--- config.mk ---
export PLATFORM = sky130hd
export DESIGN_NAME = subframe_timer
export DESIGN_NICKNAME = d
export VERILOG_FILES = /design/src/rtl/subframe_timer.sv
export SDC_FILE = /design/constraint.sdc
export NUM_CORES = 1
export LEC_CHECK = 0
export BUFFER_PORTS_ARGS = -buffer_cell sky130_fd_sc_hd__buf_4
export CORE_MARGIN = 3
export CORE_UTILIZATION = 49
export CTS_CLUSTER_SIZE = 8
export DETAILED_ROUTE_END_ITERATION = 10
export PLACE_DENSITY = 0.74
export REMOVE_ABC_BUFFERS = 1
export SLEW_MARGIN = 20
export SYNTH_ARGS = -nofsm -noshare
export SYNTH_HDL_FRONTEND = slang
export SYNTH_SLANG_ARGS = --single-unit
--- constraint.sdc ---
create_clock -name clk -period 1.3 [get_ports clk]
set_input_delay 0.13 -clock clk [delete_from_list [all_inputs] [get_ports clk]]
set_output_delay 0.13 -clock clk [all_outputs]
set_load 0.03 [all_outputs]
--- src/rtl/subframe_timer.sv ---
module subframe_timer #(
  parameter int CHIPS_PER_BIT   = 8,
  parameter int BITS_PER_BYTE   = 8,
  parameter int BYTES_PER_FRAME = 45,
  parameter int LEAD_BITS       = 1,
  localparam int FRAME_CHIPS = CHIPS_PER_BIT * BITS_PER_BYTE * BYTES_PER_FRAME,
  localparam int CW  = $clog2(FRAME_CHIPS),
  localparam int PW  = (CHIPS_PER_BIT   > 1) ? $clog2(CHIPS_PER_BIT)   : 1,
  localparam int BW  = (BITS_PER_BYTE   > 1) ? $clog2(BITS_PER_BYTE)   : 1,
  localparam int YW  = (BYTES_PER_FRAME > 1) ? $clog2(BYTES_PER_FRAME) : 1
) (
  input  logic          clk,
  input  logic          rst,
  input  logic          chip_en,
  input  logic          tx_mode,
  output logic [CW-1:0] chip_count,
  output logic          bit_stb,
  output logic          byte_stb,
  output logic          frame_stb,
  output logic          pre_byte_stb,
  output logic          pre_frame_stb,
  output logic          pre_slot
);

  logic [CW-1:0] cnt_q;
  logic [PW-1:0] chip_ph_q;
  logic [BW-1:0] bit_ph_q;
  logic [YW-1:0] byte_ix_q;
  logic          slot_q;

  logic chip_last, bit_last, byte_last, frame_last;
  logic unused_mode;

  assign unused_mode = tx_mode;

  assign chip_last  = chip_ph_q == PW'(CHIPS_PER_BIT - 1);
  assign bit_last   = bit_ph_q  == BW'(BITS_PER_BYTE - 1);
  assign byte_last  = byte_ix_q == YW'(BYTES_PER_FRAME - 1);
  assign frame_last = cnt_q     == CW'(FRAME_CHIPS - 1);

  assign bit_stb       = chip_en && chip_ph_q == '0;
  assign byte_stb      = bit_stb && bit_ph_q == '0;
  assign frame_stb     = byte_stb && byte_ix_q == '0;
  assign pre_byte_stb  = bit_stb && bit_ph_q == BW'(BITS_PER_BYTE - LEAD_BITS);
  assign pre_frame_stb = pre_byte_stb && byte_last;

  always_ff @(posedge clk) begin
    if (rst) begin
      cnt_q     <= '0;
      chip_ph_q <= '0;
      bit_ph_q  <= '0;
      byte_ix_q <= '0;
      slot_q    <= 1'b0;
    end else if (chip_en) begin
      cnt_q     <= frame_last ? '0 : cnt_q + 1'b1;
      chip_ph_q <= chip_last ? '0 : chip_ph_q + 1'b1;
      if (chip_last) begin
        bit_ph_q <= bit_last ? '0 : bit_ph_q + 1'b1;
        if (bit_last)
          byte_ix_q <= byte_last ? '0 : byte_ix_q + 1'b1;
      end
      if (pre_frame_stb)
        slot_q <= 1'b1;
      else if (frame_stb)
        slot_q <= 1'b0;
    end
  end

  assign chip_count = cnt_q;
  assign pre_slot   = slot_q;

endmodule

# Word level (Yosys, flattened, before mapping)

Cells that the tools add are included.

Output and inout port bits: 18
Flip-flop bits (word level): 25
Word-level logic and storage cells: 31

Reductions and logical operators: 12
Add/sub/neg operators: 4
Mux-type cells: 6
Eq/ne operators: 4

Operators by type and width:

| operator                                                        | number |
|---|---|
| 12-bit by 1-bit adder with 12-bit output, second input constant | 1 |
| 12-bit == test, second input constant                           | 1 |
| 12-bit two-way mux                                              | 1 |
| 3-bit by 1-bit adder with 3-bit output, second input constant   | 2 |
| 6-bit by 1-bit adder with 6-bit output, second input constant   | 1 |
| 3-bit == test, second input constant                            | 2 |
| 6-bit == test, second input constant                            | 1 |
| 3-bit logical NOT                                               | 2 |
| 6-bit logical NOT                                               | 1 |
| 3-bit two-way mux                                               | 2 |
| 6-bit two-way mux                                               | 1 |
| 1-bit logical AND                                               | 5 |
| 2-bit AND reduction                                             | 2 |
| 3-bit AND reduction                                             | 1 |
| 1-bit two-way mux                                               | 2 |
| 2-bit nonzero test                                              | 1 |

# Longest topological paths before layout

Depth in word-level cells: 6
Gate-level depth with buffers: 7
Mapped depth without buffers: 6

# Worst setup path before layout

Ideal clock, no wire load.

Kind: reg2out
From: reg chip_ph_q[0]
To: out frame_stb
Arrival: 1.491 ns
Data required time: 1.170 ns
Cell stages (with the launch flop): 6
Path slack: -0.321 ns
Cells stage by stage: dfxtp_1 inv_1 ha_1 and3b_4 and3b_1 and2_1

Longest elaborated chain between the ends: 4

Ends and longest elaborated chain:

| item                   | RTL line | RTL |
|---|---|---|
| from (decl)            | 26       | `logic [PW-1:0] chip_ph_q;` |
| from (signal assigned) | 56       | `chip_ph_q <= chip_last ? '0 : chip_ph_q + 1'b1;` |
| 3-bit logical NOT      | 41       | `assign bit_stb = chip_en && chip_ph_q == '0;` |
| 1-bit logical AND      | 41       |  |
| net bit_stb            | 17       | `output logic bit_stb,` |
| 1-bit logical AND      | 42       | `assign byte_stb = bit_stb && bit_ph_q == '0;` |
| net byte_stb           | 18       | `output logic byte_stb,` |
| 1-bit logical AND      | 43       | `assign frame_stb = byte_stb && byte_ix_q == '0;` |
| to (decl)              | 19       | `output logic frame_stb,` |

The timed path passes the listed nets, and every way through them passes these cells.

# Final worst setup path

From: reg chip_ph_q[1]
To: out frame_stb

Longest elaborated chain between the ends: 4

Ends and longest elaborated chain:

| item              | RTL line |
|---|---|
| 3-bit logical NOT | 41 |
| 1-bit logical AND | 41 |
| 1-bit logical AND | 42 |
| 1-bit logical AND | 43 |

Every way passes these cells.

==> results summary <==
The arrival time at the worst endpoint is 1600 ps. The longest individual stage delay on the worst path is 370 ps. The antenna violation net count after detailed routing is 0.

The placement-stage worst setup slack is -128 ps. After synthesis, the largest family of logic cells by area is simple AND/OR/NAND/NOR gates. The fraction of synthesized area in multiplexers is 1.56%. The final core utilization is 86.8%. The number of pins with negative max-slew slack in the final report is 0. Of the total power, combinational logic draws 17.7%.

At the worst endpoint, the required time is 1170 ps. The global-route wire length before repair is 5200 µm. The post-synthesis register bit count came out at 25.

The number of buffers created by CTS is 3. The internal power is 0.00102 W. The reported max-cap violation count came out at 0. Dividing the synthesized area by the synthesized cell count gives 8.98 µm². Yosys printed 0 warnings. In this run the worst path has a maximum fanout of 3. The routed layout has 1271 vias. The count of endpoints failing setup in the final report is 15. The global-route total usage across every layer came out at 19.7%. The total congestion overflow came out at 0.

The pin count of the biggest net entering global routing came out at 14. The tightest min-delay check is of the input port to flop type. Compared with the post-synthesis result, the final layout area differs by 58.2%. The worst setup path is launched from a flop. The part of the Yosys area used for sequential elements is 39.0%. Leaving out fill and tap cells, the most frequent cells in the layout are sky130_fd_sc_hd__buf_4, sky130_fd_sc_hd__nor2_1, sky130_fd_sc_hd__dfxtp_1, sky130_fd_sc_hd__buf_6, sky130_fd_sc_hd__xnor2_1. Summed over all instances, the cell type with the most area after synthesis is sky130_fd_sc_hd__dfxtp_1. Counting I/O delays and the setup requirement, the final critical path takes 1730 ps. At the end of the flow, the number of nets in the layout was 217. The library cell used most frequently in the layout, excluding fill and tap cells, is sky130_fd_sc_hd__buf_4. The final routed DRC violation total came out at 0. Detailed placement finished with a half-perimeter wire length of 2070 µm.

Summing all non-filler instances in the final layout gives an area of 0.00203 mm². Setup repair after global routing could not meet its margin everywhere. The highest clock rate came out at 0.579 GHz. The count of final hold-check violations was 0. The count of routing violations after the opening detailed-route iteration is 44.

The starting density of the core is 54.9%. In the final layout, the share of cells above drive strength 1 is 54.7%. The total number of clock tree sinks came out at 25. The analysis attributes to net switching a power of 0.000383 W. The reported leakage power is 0.811 nW.

Across the VDD grid, the largest voltage drop is 0.755 mV. The die extent in y is 57.2 µm. The final reports fail on negative setup slack. The share of the synthesized netlist area taken by xor and xnor gates came out at 10.9%. At the end of routability-driven placement, the weighted congestion stood at 0.769.

The top cell type's share of synthesized area came out at 39.0%. The element type at the critical path end is an output port. Summing all placed instances gives a cell area of 0.00165 mm². The die is 57.2 µm wide. After synthesis the cells add up to 0.00128 mm². The largest individual stage delay along the critical path comes from the cell sky130_fd_sc_hd__dfxtp_2. The flow ran to the end, but the final reports show violations. The cell area power density came out at 693 mW/mm². The worst relative slew slack came out at 80.4%. The count of different cell masters after synthesis came out at 34. The slew of the pin with the lowest slew margin is 292 ps. After detailed routing, the number of vias per cell comes to 5.50.

No sink is reached through more buffers than the 2 on the longest clock path. The number of iterations in the first detailed-routing pass is 4. The fraction of the mapped netlist area in compound gates is 5.65%. Hold is met by 53.9 ps. Net switching is 27.3% of the power.

The clock skew after layout is 11.1 ps. The count of H-tree levels built during CTS is 1. The I/O pin total is 22. Dividing the detail-routed wire length by the instance count gives 17.0 µm.

The post-route fraction of the period consumed by the critical path came out at 133%. The part of the total power dissipated in the clock network came out at 26.1%. The number of non-filler instances in the completed layout is 231.

The buffers plus inverters on the worst setup path is 2. The number of global-route vias before repair is 1252. The die outline area came out at 0.00327 mm². The clock-pin transition on the worst setup and hold timing paths is 150 ps.

Setup slack on the critical path of the routed design comes to -426 ps. Synthesis produced 143 cells. The critical path is of the flop to output port type. The final routed wirelength across all metal layers is 3920 µm. Walking the worst path, the cells encountered are inv_2, ha_4, and3b_4, and3b_2, and2_4, buf_6. The later-pin clock latency in the skew report is 320 ps.

The filler cells instantiated in the layout total 99. The row count came out at 17. CTS placed an instance of sky130_fd_sc_hd__clkbuf_4 at the clock tree root.

Summing the areas of all fa, ha and maj instances in the mapped netlist gives 8.77% of the synthesized area. The number of antenna diodes in the final layout is 0. The sequential share of power is 56.2%.

The share of synthesized cell area in and, or, nand and nor gates came out at 29.1%. The number of port buffers came out at 20. The placeable core area came out at 0.00234 mm².

The number of antenna violations at the first check in global routing came out at 0. Grouping stages by cell kind, the critical path spends the most delay in simple AND/OR/NAND/NOR gates. After synthesis, the cell types taking the most area are sky130_fd_sc_hd__dfxtp_1, sky130_fd_sc_hd__ha_1, sky130_fd_sc_hd__xnor2_1.

TritonCTS built the clock tree. The number of placed instances, taps included came out at 215.
final timing paths:
path,start,endpoint,slack (ps),depth (start not counted)
max,chip_ph_q[1],frame_stb,-430,6
max reg2reg,chip_ph_q[0],byte_ix_q[4],-130,7
min reg2reg,bit_ph_q[2],bit_ph_q[2],550,2
min,rst,pre_slot,50,2
timing repair:
action	CTS	global route
setup endpoints to repair	15	27
pin swaps	7	21
gates resized for setup	21	48
hold buffers	0	0
buffers inserted	5	8
hold endpoints to repair	0	0
final cells by class:
type | instances | area [µm²] | share of cell area [%]
Timing Repair Buffer | 60 | 507 | 25.0
Inverter | 10 | 40.0 | 1.97
Sequential cell | 25 | 515 | 25.4
Multi-Input combinational cell | 104 | 907 | 44.7
Clock buffer | 4 | 26.3 | 1.29
Tap cell | 28 | 35.0 | 1.73
power by group through the flow:
stage	logic [W]	registers, W	clock network (W)
after floorplan	0.0000704	0.000820	0
after global placement	0.000165	0.000802	0
after detailed placement	0.000171	0.000803	0
after CTS	0.000200	0.000786	0.000358
after global routing	0.000266	0.000792	0.000393
final	0.000249	0.000791	0.000367
flip-flops by register name, summed over array words and instances, names as in the netlist:
register and count:
bit_ph_q 3, chip_ph_q 3, chip_count 12, pre_slot 1, byte_ix_q 6
metal layers:
layer,track usage (%),up-vias,wire length (µm)
met4,8.61,0,133
met5,0,-,0
met2,34.9,43,2010
met1,23.1,618,1630
met3,3.62,12,148
li1,-,598,-
kinds of logic after synthesis:
group / after synthesis
mux: 2
compound gates: 11
flops: 25
simple gates: 66
buf+inv: 14
xor+xnor: 16
fa+ha+maj: 9
worst reg2reg max path: stages, from the launching register on:
cell	delay, ps
sky130_fd_sc_hd__dfxtp_2	370
sky130_fd_sc_hd__buf_6	110
sky130_fd_sc_hd__ha_4	140
sky130_fd_sc_hd__ha_4	150
sky130_fd_sc_hd__and3_4	220
sky130_fd_sc_hd__nand4_1	120
sky130_fd_sc_hd__xor2_1	190
sky130_fd_sc_hd__nor2_2	40
synthesized netlist by cell type:
cell type / count
sky130_fd_sc_hd__nor4b_1: 1
sky130_fd_sc_hd__a21oi_1: 6
sky130_fd_sc_hd__inv_1: 10
sky130_fd_sc_hd__clkbuf_1: 1
sky130_fd_sc_hd__nand2_1: 10
sky130_fd_sc_hd__ha_1: 9
sky130_fd_sc_hd__nand3_1: 5
sky130_fd_sc_hd__a41o_1: 1
sky130_fd_sc_hd__nand4_1: 4
sky130_fd_sc_hd__nand3_2: 2
sky130_fd_sc_hd__and3b_4: 1
sky130_fd_sc_hd__nor2b_1: 2
sky130_fd_sc_hd__and3_1: 1
sky130_fd_sc_hd__and2_1: 1
sky130_fd_sc_hd__o21bai_1: 1
sky130_fd_sc_hd__nor4b_2: 1
sky130_fd_sc_hd__a21bo_1: 1
sky130_fd_sc_hd__xnor2_1: 11
sky130_fd_sc_hd__o22ai_1: 1
sky130_fd_sc_hd__nor3_1: 4
sky130_fd_sc_hd__nor3b_1: 1
sky130_fd_sc_hd__o311ai_1: 1
sky130_fd_sc_hd__nand4_4: 1
sky130_fd_sc_hd__or2_1: 1
sky130_fd_sc_hd__mux2i_1: 2
sky130_fd_sc_hd__buf_4: 3
sky130_fd_sc_hd__xor2_1: 5
sky130_fd_sc_hd__nor2_1: 24
sky130_fd_sc_hd__and3b_1: 1
sky130_fd_sc_hd__dfxtp_1: 25
sky130_fd_sc_hd__nand2b_1: 1
sky130_fd_sc_hd__nor3_2: 2
sky130_fd_sc_hd__nor2_2: 2
sky130_fd_sc_hd__nor4_2: 1
metrics by stage:
step / TNS (ps) / power [W]
detailed placement: -843 / 0.000974
global route: -3200 / 0.00145
global placement: -324 / 0.000967
finish: -2260 / 0.00141
CTS: -2500 / 0.00134
floorplan: -3590 / 0.000891
(Power assumes the default switching activity.)
